`src/rtl/snap_pkg.sv`:
```
package snap_pkg;

    localparam int WORD_W = 32;

    localparam logic [4:0] REG_CMD = 5'h1D;
    localparam logic [4:0] REG_HI  = 5'h1E;
    localparam logic [4:0] REG_LO  = 5'h1F;

    typedef enum logic [5:0] {
        OP_CAPTURE = 6'b110111,
        OP_FETCH   = 6'b110011
    } snap_op_e;

endpackage

```
`src/rtl/snap_cmd_ctrl.sv`:
```
module snap_cmd_ctrl
    import snap_pkg::*;
#(
    parameter int NUM_PORTS   = 4,
    parameter int BUSY_CYCLES = 4
) (
    input  logic        clk,
    input  logic        rst_n,
    input  logic        we,
    input  logic [4:0]  waddr,
    input  logic [15:0] wdata,
    output logic        busy,
    output logic        cap_go,
    output logic        fetch_go,
    output logic [9:0]  arg
);

    localparam int         CNT_W    = $clog2(BUSY_CYCLES + 1);
    localparam logic [9:0] PORT_LIM = 10'(NUM_PORTS);

    typedef struct packed {
        logic [CNT_W-1:0] cnt;
    } ctrl_st_t;

    ctrl_st_t st_d, st_q;
    logic     idle;
    logic     hit;

    always_comb begin
        st_d     = st_q;
        arg      = wdata[9:0];
        idle     = (st_q.cnt == '0);
        hit      = we && (waddr == REG_CMD);
        cap_go   = hit && idle && (wdata[15:10] == OP_CAPTURE) && (wdata[9:0] < PORT_LIM);
        fetch_go = hit && idle && (wdata[15:10] == OP_FETCH);
        if (cap_go || fetch_go) begin
            st_d.cnt = CNT_W'(BUSY_CYCLES);
        end else if (!idle) begin
            st_d.cnt = st_q.cnt - 1'b1;
        end
    end

    always_ff @(posedge clk or negedge rst_n) begin
        if (!rst_n) begin
            st_q <= '0;
        end else begin
            st_q <= st_d;
        end
    end

    assign busy = (st_q.cnt != '0);

    AST_GO_EXCLUSIVE: assert property (@(posedge clk) disable iff (!rst_n)
        !(cap_go && fetch_go));

endmodule

```
`src/rtl/snap_counter_bank.sv`:
```
module snap_counter_bank
    import snap_pkg::*;
#(
    parameter int NUM_PORTS = 4,
    parameter int NUM_EVT   = 4
) (
    input  logic                                          clk,
    input  logic                                          rst_n,
    input  logic [NUM_PORTS-1:0][NUM_EVT-1:0]             evt_inc,
    input  logic [NUM_PORTS-1:0][WORD_W-1:0]              oct_add,
    output logic [NUM_PORTS-1:0][NUM_EVT-1:0][WORD_W-1:0] evt_cnt,
    output logic [NUM_PORTS-1:0][2*WORD_W-1:0]            oct_cnt
);

    typedef struct packed {
        logic [NUM_EVT-1:0][WORD_W-1:0] evt;
        logic [2*WORD_W-1:0]            oct;
    } port_st_t;

    for (genvar g = 0; g < NUM_PORTS; g++) begin : g_port
        port_st_t pst_d, pst_q;

        always_comb begin
            pst_d = pst_q;
            for (int e = 0; e < NUM_EVT; e++) begin
                pst_d.evt[e] = pst_q.evt[e] + WORD_W'(evt_inc[g][e]);
            end
            pst_d.oct = pst_q.oct + {{WORD_W{1'b0}}, oct_add[g]};
        end

        always_ff @(posedge clk or negedge rst_n) begin
            if (!rst_n) begin
                pst_q <= '0;
            end else begin
                pst_q <= pst_d;
            end
        end

        assign evt_cnt[g] = pst_q.evt;
        assign oct_cnt[g] = pst_q.oct;
    end

endmodule

```
`src/rtl/snap_capture_bank.sv`:
```
module snap_capture_bank
    import snap_pkg::*;
#(
    parameter int NUM_PORTS = 4,
    parameter int NUM_EVT   = 4
) (
    input  logic                                          clk,
    input  logic                                          rst_n,
    input  logic                                          cap_go,
    input  logic                                          fetch_go,
    input  logic [9:0]                                    arg,
    input  logic [NUM_PORTS-1:0][NUM_EVT-1:0][WORD_W-1:0] evt_cnt,
    input  logic [NUM_PORTS-1:0][2*WORD_W-1:0]            oct_cnt,
    output logic [WORD_W-1:0]                             word
);

    localparam int         PORT_W = (NUM_PORTS > 1) ? $clog2(NUM_PORTS) : 1;
    localparam int         EV_W   = (NUM_EVT > 1) ? $clog2(NUM_EVT) : 1;
    localparam logic [9:0] IDX_LO = 10'(NUM_EVT);
    localparam logic [9:0] IDX_HI = 10'(NUM_EVT + 1);

    typedef struct packed {
        logic [NUM_EVT-1:0][WORD_W-1:0] evt;
        logic [2*WORD_W-1:0]            oct;
        logic [WORD_W-1:0]              word;
    } cap_st_t;

    cap_st_t st_d, st_q;

    always_comb begin
        st_d = st_q;
        if (cap_go) begin
            st_d.evt = evt_cnt[arg[PORT_W-1:0]];
            st_d.oct = oct_cnt[arg[PORT_W-1:0]];
        end
        if (fetch_go) begin
            if (arg < IDX_LO) begin
                st_d.word = st_q.evt[arg[EV_W-1:0]];
            end else if (arg == IDX_LO) begin
                st_d.word = st_q.oct[WORD_W-1:0];
            end else if (arg == IDX_HI) begin
                st_d.word = st_q.oct[2*WORD_W-1:WORD_W];
            end else begin
                st_d.word = '0;
            end
        end
    end

    always_ff @(posedge clk or negedge rst_n) begin
        if (!rst_n) begin
            st_q <= '0;
        end else begin
            st_q <= st_d;
        end
    end

    assign word = st_q.word;

    AST_FAR_INDEX_ZERO: assert property (@(posedge clk) disable iff (!rst_n)
        (fetch_go && (arg > IDX_HI)) |=> (word == '0));

    AST_SNAP_FROZEN: assert property (@(posedge clk) disable iff (!rst_n)
        !cap_go |=> ($stable(st_q.evt) && $stable(st_q.oct)));

endmodule

```
`src/rtl/port_stats_snap.sv`:
```
module port_stats_snap
    import snap_pkg::*;
#(
    parameter int NUM_PORTS   = 4,
    parameter int NUM_EVT     = 4,
    parameter int BUSY_CYCLES = 4
) (
    input  logic                          clk,
    input  logic                          rst_n,
    input  logic [NUM_PORTS*NUM_EVT-1:0]  evt_inc,
    input  logic [NUM_PORTS*WORD_W-1:0]   oct_add,
    input  logic                          reg_we,
    input  logic [4:0]                    reg_waddr,
    input  logic [15:0]                   reg_wdata,
    input  logic [4:0]                    reg_raddr,
    output logic [15:0]                   reg_rdata
);

    localparam logic [9:0] PORT_LIM = 10'(NUM_PORTS);

    logic [NUM_PORTS-1:0][NUM_EVT-1:0]             inc_arr;
    logic [NUM_PORTS-1:0][WORD_W-1:0]              add_arr;
    logic [NUM_PORTS-1:0][NUM_EVT-1:0][WORD_W-1:0] evt_cnt;
    logic [NUM_PORTS-1:0][2*WORD_W-1:0]            oct_cnt;
    logic                                          busy;
    logic                                          cap_go;
    logic                                          fetch_go;
    logic [9:0]                                    arg;
    logic [WORD_W-1:0]                             word;

    assign inc_arr = evt_inc;
    assign add_arr = oct_add;

    snap_cmd_ctrl #(
        .NUM_PORTS   (NUM_PORTS),
        .BUSY_CYCLES (BUSY_CYCLES)
    ) u_ctrl (
        .clk      (clk),
        .rst_n    (rst_n),
        .we       (reg_we),
        .waddr    (reg_waddr),
        .wdata    (reg_wdata),
        .busy     (busy),
        .cap_go   (cap_go),
        .fetch_go (fetch_go),
        .arg      (arg)
    );

    snap_counter_bank #(
        .NUM_PORTS (NUM_PORTS),
        .NUM_EVT   (NUM_EVT)
    ) u_live (
        .clk     (clk),
        .rst_n   (rst_n),
        .evt_inc (inc_arr),
        .oct_add (add_arr),
        .evt_cnt (evt_cnt),
        .oct_cnt (oct_cnt)
    );

    snap_capture_bank #(
        .NUM_PORTS (NUM_PORTS),
        .NUM_EVT   (NUM_EVT)
    ) u_cap (
        .clk      (clk),
        .rst_n    (rst_n),
        .cap_go   (cap_go),
        .fetch_go (fetch_go),
        .arg      (arg),
        .evt_cnt  (evt_cnt),
        .oct_cnt  (oct_cnt),
        .word     (word)
    );

    always_comb begin
        case (reg_raddr)
            REG_CMD: reg_rdata = {busy, 15'b0};
            REG_HI:  reg_rdata = word[31:16];
            REG_LO:  reg_rdata = word[15:0];
            default: reg_rdata = '0;
        endcase
    end

    AST_BUSY_AFTER_FETCH: assert property (@(posedge clk) disable iff (!rst_n)
        (reg_we && reg_waddr == REG_CMD && reg_wdata[15:10] == OP_FETCH && !busy) |=> busy);

    AST_HOLD_WHILE_BUSY: assert property (@(posedge clk) disable iff (!rst_n)
        busy |=> $stable(word));

    AST_BAD_PORT_IDLE: assert property (@(posedge clk) disable iff (!rst_n)
        (reg_we && reg_waddr == REG_CMD && reg_wdata[15:10] == OP_CAPTURE &&
         reg_wdata[9:0] >= PORT_LIM && !busy) |=> !busy);

endmodule

```
`config.mk`:
```
export PLATFORM = sky130hd
export DESIGN_NAME = port_stats_snap
export DESIGN_NICKNAME = d
export VERILOG_FILES = /design/src/rtl/snap_pkg.sv /design/src/rtl/snap_cmd_ctrl.sv /design/src/rtl/snap_counter_bank.sv /design/src/rtl/snap_capture_bank.sv /design/src/rtl/port_stats_snap.sv
export SDC_FILE = /design/constraint.sdc
export NUM_CORES = 2
export LEC_CHECK = 0
export BUFFER_PORTS_ARGS = -buffer_cell sky130_fd_sc_hd__buf_4
export CELL_PAD_IN_SITES_DETAIL_PLACEMENT = 1
export CELL_PAD_IN_SITES_GLOBAL_PLACEMENT = 2
export CORE_MARGIN = 4
export CORE_UTILIZATION = 45
export DETAILED_ROUTE_END_ITERATION = 8
export GPL_ROUTABILITY_DRIVEN = 0
export PLACE_DENSITY_LB_ADDON = 0.1
export SYNTH_ARGS = -nofsm -noshare
export SYNTH_HDL_FRONTEND = slang
export SYNTH_SLANG_ARGS = --single-unit
```
`constraint.sdc`:
```
create_clock -name clk -period 5.2 [get_ports clk]
set_clock_uncertainty 0.2 [all_clocks]
set_input_delay 0.26 -clock clk [delete_from_list [all_inputs] [get_ports clk]]
set_output_delay 0.26 -clock clk [all_outputs]
set_load 0.01 [all_outputs]
```
=== Word-level counts from Yosys, hierarchy flattened ===
Index checks and enable logic that the tools add are counted.

* Word-level logic and storage cells: 79
* Input bits: 173
* Output and inout port bits: 16
* Register bits after elaboration: 995

* Reductions and logical operators: 8
* Multiplexer cells: 12
* Equality and inequality tests: 9
* Add/subtract/negate cells: 21
* $lt $le $gt $ge: 2

{| class="wikitable"
|+ Operator list
! kind !! count
|-
| $add A32 B1 Y32 || 16
|-
| $add A64 B32 Y64 || 4
|-
| $bmux W128 S2 || 1
|-
| $bmux W64 S2 || 1
|-
| $mux W128 || 1
|-
| $mux W32 || 4
|-
| $bmux W32 S2 || 1
|-
| $mux W64 || 1
|-
| $pmux W16 S3 || 1
|-
| $eq A10 B3 Y1 const B || 2
|-
| $eq A5 B5 Y1 const B || 4
|-
| $eq A6 B6 Y1 const B || 2
|-
| $lt A10 B3 Y1 const B || 1
|-
| $mux W3 || 2
|-
| $logic_and A1 B1 Y1 || 5
|-
| $logic_not A3 Y1 || 1
|-
| $lt A2 B3 Y1 const B || 1
|-
| $reduce_bool A3 Y1 || 1
|-
| $sub A3 B1 Y3 const B || 1
|-
| $ne A2 B2 Y1 const B || 1
|-
| $logic_or A1 B1 Y1 || 1
|}

=== Logic depth before layout (Yosys ltp) ===
* Word-level depth: 7
* Depth in mapped cells: 13
* Gate-level depth less buffers: 12

=== Hierarchy ===
A second synthesis with hierarchy kept.

* Cells, all modules: 4,322
* Area total of the unflattened synthesis: 52,793.1 sq um

{| class="wikitable"
|+ By module, submodules not included
! module !! area each (sq um) !! cells each !! times used
|-
| snap_counter_bank || 36,542.5 || 3,320 || 1
|-
| snap_capture_bank || 15,631.2 || 929 || 1
|-
| snap_cmd_ctrl || 321.6 || 35 || 1
|-
| port_stats_snap || 297.8 || 38 || 1
|}

=== Worst setup path before layout ===
OpenSTA, ideal clock, no wires.

* Path kind: register to register
* Start point: register u_live.g_port[2].pst_q, in the netlist u_live.oct_cnt[128]
* End point: register u_live.g_port[2].pst_q, in the netlist u_live.oct_cnt[178]
* Arrival time: 2,867 ps
* Library setup time: 132 ps
* Stages on the path, launching flop included: 13
* Path slack: 2,001 ps
* Path buffers: 1
* Cells stage by stage: dfrtp_1 > ha_1 > fa_1 > a21oi_1 > o22ai_1 > o21a_1 > o311ai_1 > a31o_2 > o31ai_1 > o31ai_2 > buf_2 > nor3_1 > xor2_1

{| class="wikitable"
|+ RTL lines
! item !! line !! source
|-
| start: declaration || snap_counter_bank.sv:21 || <nowiki>port_st_t pst_d, pst_q;</nowiki>
|-
| start signal: assignment || snap_counter_bank.sv:35 || <nowiki>pst_q <= pst_d;</nowiki>
|}

==> PnR_summary.wiki <==
{| class="wikitable"
! Metric !! Value
|-
| Run status || complete, no violations
|-
| Clock latency of the later-clocked register in the worst-skew pair || 0.72 ns
|-
| Net count of the mapped netlist || around 4,700
|-
| Pre-Repair DR Iteration Count || 5
|-
| Remaining Overflow, GRT || 0
|-
| Routed WL per cell || roughly 24 um
|-
| Cell chosen for the clock root || clkbuf_16
|-
| Number of buffers created by CTS || 112
|-
| Logic gate share of total power || 0.311
|-
| Total power || 26,400 uW
|-
| Cell class contributing the biggest share of worst-path delay || compound AO/OA/AOI/OAI gates
|-
| Crit path kind || flop to flop
|-
| Share of the synthesized area in the top cell type || 0.484
|-
| Core area || 113,000 um^2
|-
| Via count of the first global-routing pass || 38,600
|-
| Static leakage || between 0.02 and 0.03 uW
|-
| Endpoint kind of the worst setup timing path || flop
|-
| Post-synth EDFFs || 0
|-
| Post-synthesis instance total || roughly 4,400
|-
| Number of antenna violations at the first check in global routing || 13
|-
| Number of resized instances in the post-cts repair step || 0
|-
| Power per cell area || roughly 440 nW/um^2
|-
| Smallest setup slack after layout || 0.678 ns
|-
| Logic depth of the worst setup path including buffers || 12
|-
| Cell type of the slowest stage on the worst timing path || o311ai_1
|-
| Layout area overhead || 17.8%
|-
| Portion of the clock cycle consumed by the worst path in the final layout || 0.870
|-
| Vias per std cell || 5.71
|-
| RSZ-0062 raised after global routing || no
|-
| Critical path, cell by cell || ha_1 > fa_1 > a21oi_1 > o22ai_1 > o21a_1 > o311ai_1 > and2_1 > o21ai_0 > a221oi_1 > o21ai_0 > xor2_1 > dlygate4sd3_1
|-
| Total Routing Usage GR || 0.256
|-
| First-pass GRT wire length || ~240,000 um
|-
| Worst endpoint required time || roughly 5.6 ns
|-
| Top FF cell, synth || dfrtp_1
|-
| Internal power || 17,500 uW
|-
| Count of final max-slew check failures || 0
|-
| Worst vdd rail ir drop || 0.000314 V
|-
| Setup slack on the worst flop-to-flop path || 0.68 ns
|-
| Switching power || between 8000 and 9000 uW
|-
| Largest fanout of any net on the critical path || 4
|-
| Count of different cell masters after synthesis || 80
|-
| Total Wirelength || 154,000 um
|-
| Clock tree sinks || ~1,000
|-
| Number of warning messages in the yosys log || 0
|-
| Post-Place Cell Area || 54,800 um^2
|-
| Startpoint class of the critical path || flop
|-
| Syn Std Cell Area || slightly above 50,000 um^2
|-
| Standard-cell rows || 123
|-
| Sequential share of power || 0.377
|-
| Number of endpoints failing setup at the final stage || 0
|-
| Most common library cells after synthesis || 995 x dfrtp_1, 460 x xnor2_1, 349 x nand2_1
|-
| Clock power frac || 0.312
|-
| Dominant cell type by area after synthesis || dfrtp_1
|-
| Achievable Freq || about 0.22 GHz
|-
| CTS tree || done
|-
| Critical path data arrival time || 4.90 ns
|-
| Number of buffers and inverters on the critical path || 1
|-
| Normalized max-slew margin || 0.181
|-
| DRC Markers || 0
|-
| Net total in the final layout || ~5,000
|-
| Final Cell Area || 60,600 um^2
|-
| Maximum number of pins on one net before global-route repair || ~130
|-
| Tightest Hold Check Type || input pin to asynchronous set/reset pin
|-
| IO buf count || between 150 and 200
|-
| Fraction of layout instances using a drive strength above 1 || 0.178
|-
| Total number of vias || 36,500
|-
| Number of buffers between clock root and the deepest sink || 3
|-
| Worst slew pin tran || 1.22 ns
|-
| DIE AREA || 120,000 um^2
|-
| HPWL Detailed || 115,000 um
|-
| Fraction of power spent switching nets || 0.337
|-
| Initial drt markers || 2,224
|-
| DP Worst Slack || approximately 1.2 ns
|-
| Flop and latch count out of synthesis || 995
|-
| Final sum of negative setup slack || 0 ns
|-
| Post-CTS Setup Repair Bufs || 0
|-
| Most common cell in the synthesized netlist || dfrtp_1
|-
| Number of hold violations in the final report || 0
|-
| Chip height || between 300 and 400 um
|-
| Width of the chip || 346 um
|-
| Max H-tree Level || 3
|-
| Antenna Nets Post-Route || 0
|-
| Number of cells on the worst reg-to-reg path || 12
|-
| Number of placed I/O pins || 189
|-
| Peak per-stage delay on the critical path || 0.62 ns
|-
| Post-CTS clock slew at the launch and capture registers of the worst setup and hold paths || 0.06 ns
|-
| Final min period || about 4.5 ns
|-
| Fraction of registers with async set/reset || 1.00
|-
| Synthesized area per cell || between 10 and 15 um^2
|-
| Hold buffer count at CTS || 192
|-
| Cell repeated most along the worst path || o21ai_0
|-
| Share of synthesized area occupied by flip-flops and latches || 0.484
|-
| Number of maximum-capacitance constraint violations || 0
|-
| Final hold slack || ~0.013 ns
|-
| Top area cells in the synthesized netlist || dfrtp_1 48%, mux4_2 9.8%, xnor2_1 7.8%
|-
| Initial Util || 0.455
|}
-- routing by layer --
layer / global-route usage / vias to the layer above / wire length (um)
met5: 0 / - / 41
met4: 0.0750 / 6 / 4820
met3: 0.0435 / 228 / 6760
met2: 0.399 / 664 / 70700
met1: 0.369 / 19000 / 71600
li1: - / 16700 / -
-- metrics by stage --
step                std cells  utilization
global route             6391        0.537
global placement         5990        0.486
floorplan                4377            -
detailed placement       5990        0.486
finish                   6396        0.537
CTS                      6391        0.537
-- flip-flops by register name, summed over array words and instances (netlist names) --
| signal | count |
|---|---|
| u_cap.st_q | 192 |
| u_cap.word | 32 |
| u_ctrl.st_q | 3 |
| u_live.evt_cnt | 512 |
| u_live.oct_cnt | 256 |
-- placed cells by master (no fill, tap or decap), types with 6 or more instances in the layout --
master,Yosys,routed
nor4_1,26,26
o31ai_1,10,10
buf_12,0,15
nor3_1,65,65
inv_1,51,51
xor2_1,262,262
a211oi_1,16,16
clkinv_2,0,25
and2_1,29,29
clkbuf_8,0,33
nor3_2,7,7
nand3_1,267,267
o21a_1,13,13
clkbuf_16,0,114
o21ai_0,64,64
a21o_1,52,52
buf_4,1,218
mux4_2,224,224
nand2b_1,19,19
a31oi_1,20,20
dlygate4sd3_1,0,192
xnor2_1,460,460
nor3b_1,6,6
clkbuf_1,92,23
mux2_2,192,192
or3_1,12,12
and3_1,135,134
a21oi_1,185,185
nand2_1,349,349
o21bai_1,21,21
nand4_1,113,113
mux2i_1,48,48
dfrtp_1,995,995
and4_1,30,30
nor2b_1,24,23
nor2_1,307,306
bufinv_16,0,8
ha_1,162,162
-- worst paths after layout --
check                                     from                  end
max                        u_live.oct_cnt[128]  u_live.oct_cnt[152]
min                                      rst_n   u_live.oct_cnt[59]
max in group asynchronous                rst_n  u_live.evt_cnt[277]
min reg2reg                u_live.evt_cnt[511]  u_live.evt_cnt[511]
min in group clk                 reg_wdata[12]       u_cap.word[31]
max reg2reg                u_live.oct_cnt[128]  u_live.oct_cnt[152]
-- power groups by stage --
stage               clock, uW  sequential [uW]  combinational [uW]
floorplan                   0             9610                5360
global placement            0            10000                7240
global route             8780            10100                8990
detailed placement          0            10100                7350
CTS                      8450             9950                8100
finish                   8230             9940                8220
-- area by class of cell --
cell class	instances	area (um^2)
repair buffers	428	3900
fillers	11700	52300
clock buffers	170	3390
well taps	1500	1880
diodes	5	12.5
clock inverters	39	452
flip-flops and latches	995	24900
multi-input cells	3208	25900
inverters	51	191
-- cells by family after synthesis --
family,share of synthesized area
DFF,0.484
and+or+nand+nor,0.135
AOI/OAI and AO/OA,0.0552
muxes,0.149
xor gates and xnor gates,0.123
buffers and inverters,0.0130
adders and majority gates,0.0410
Note: power is estimated with default switching activity, not from simulation.
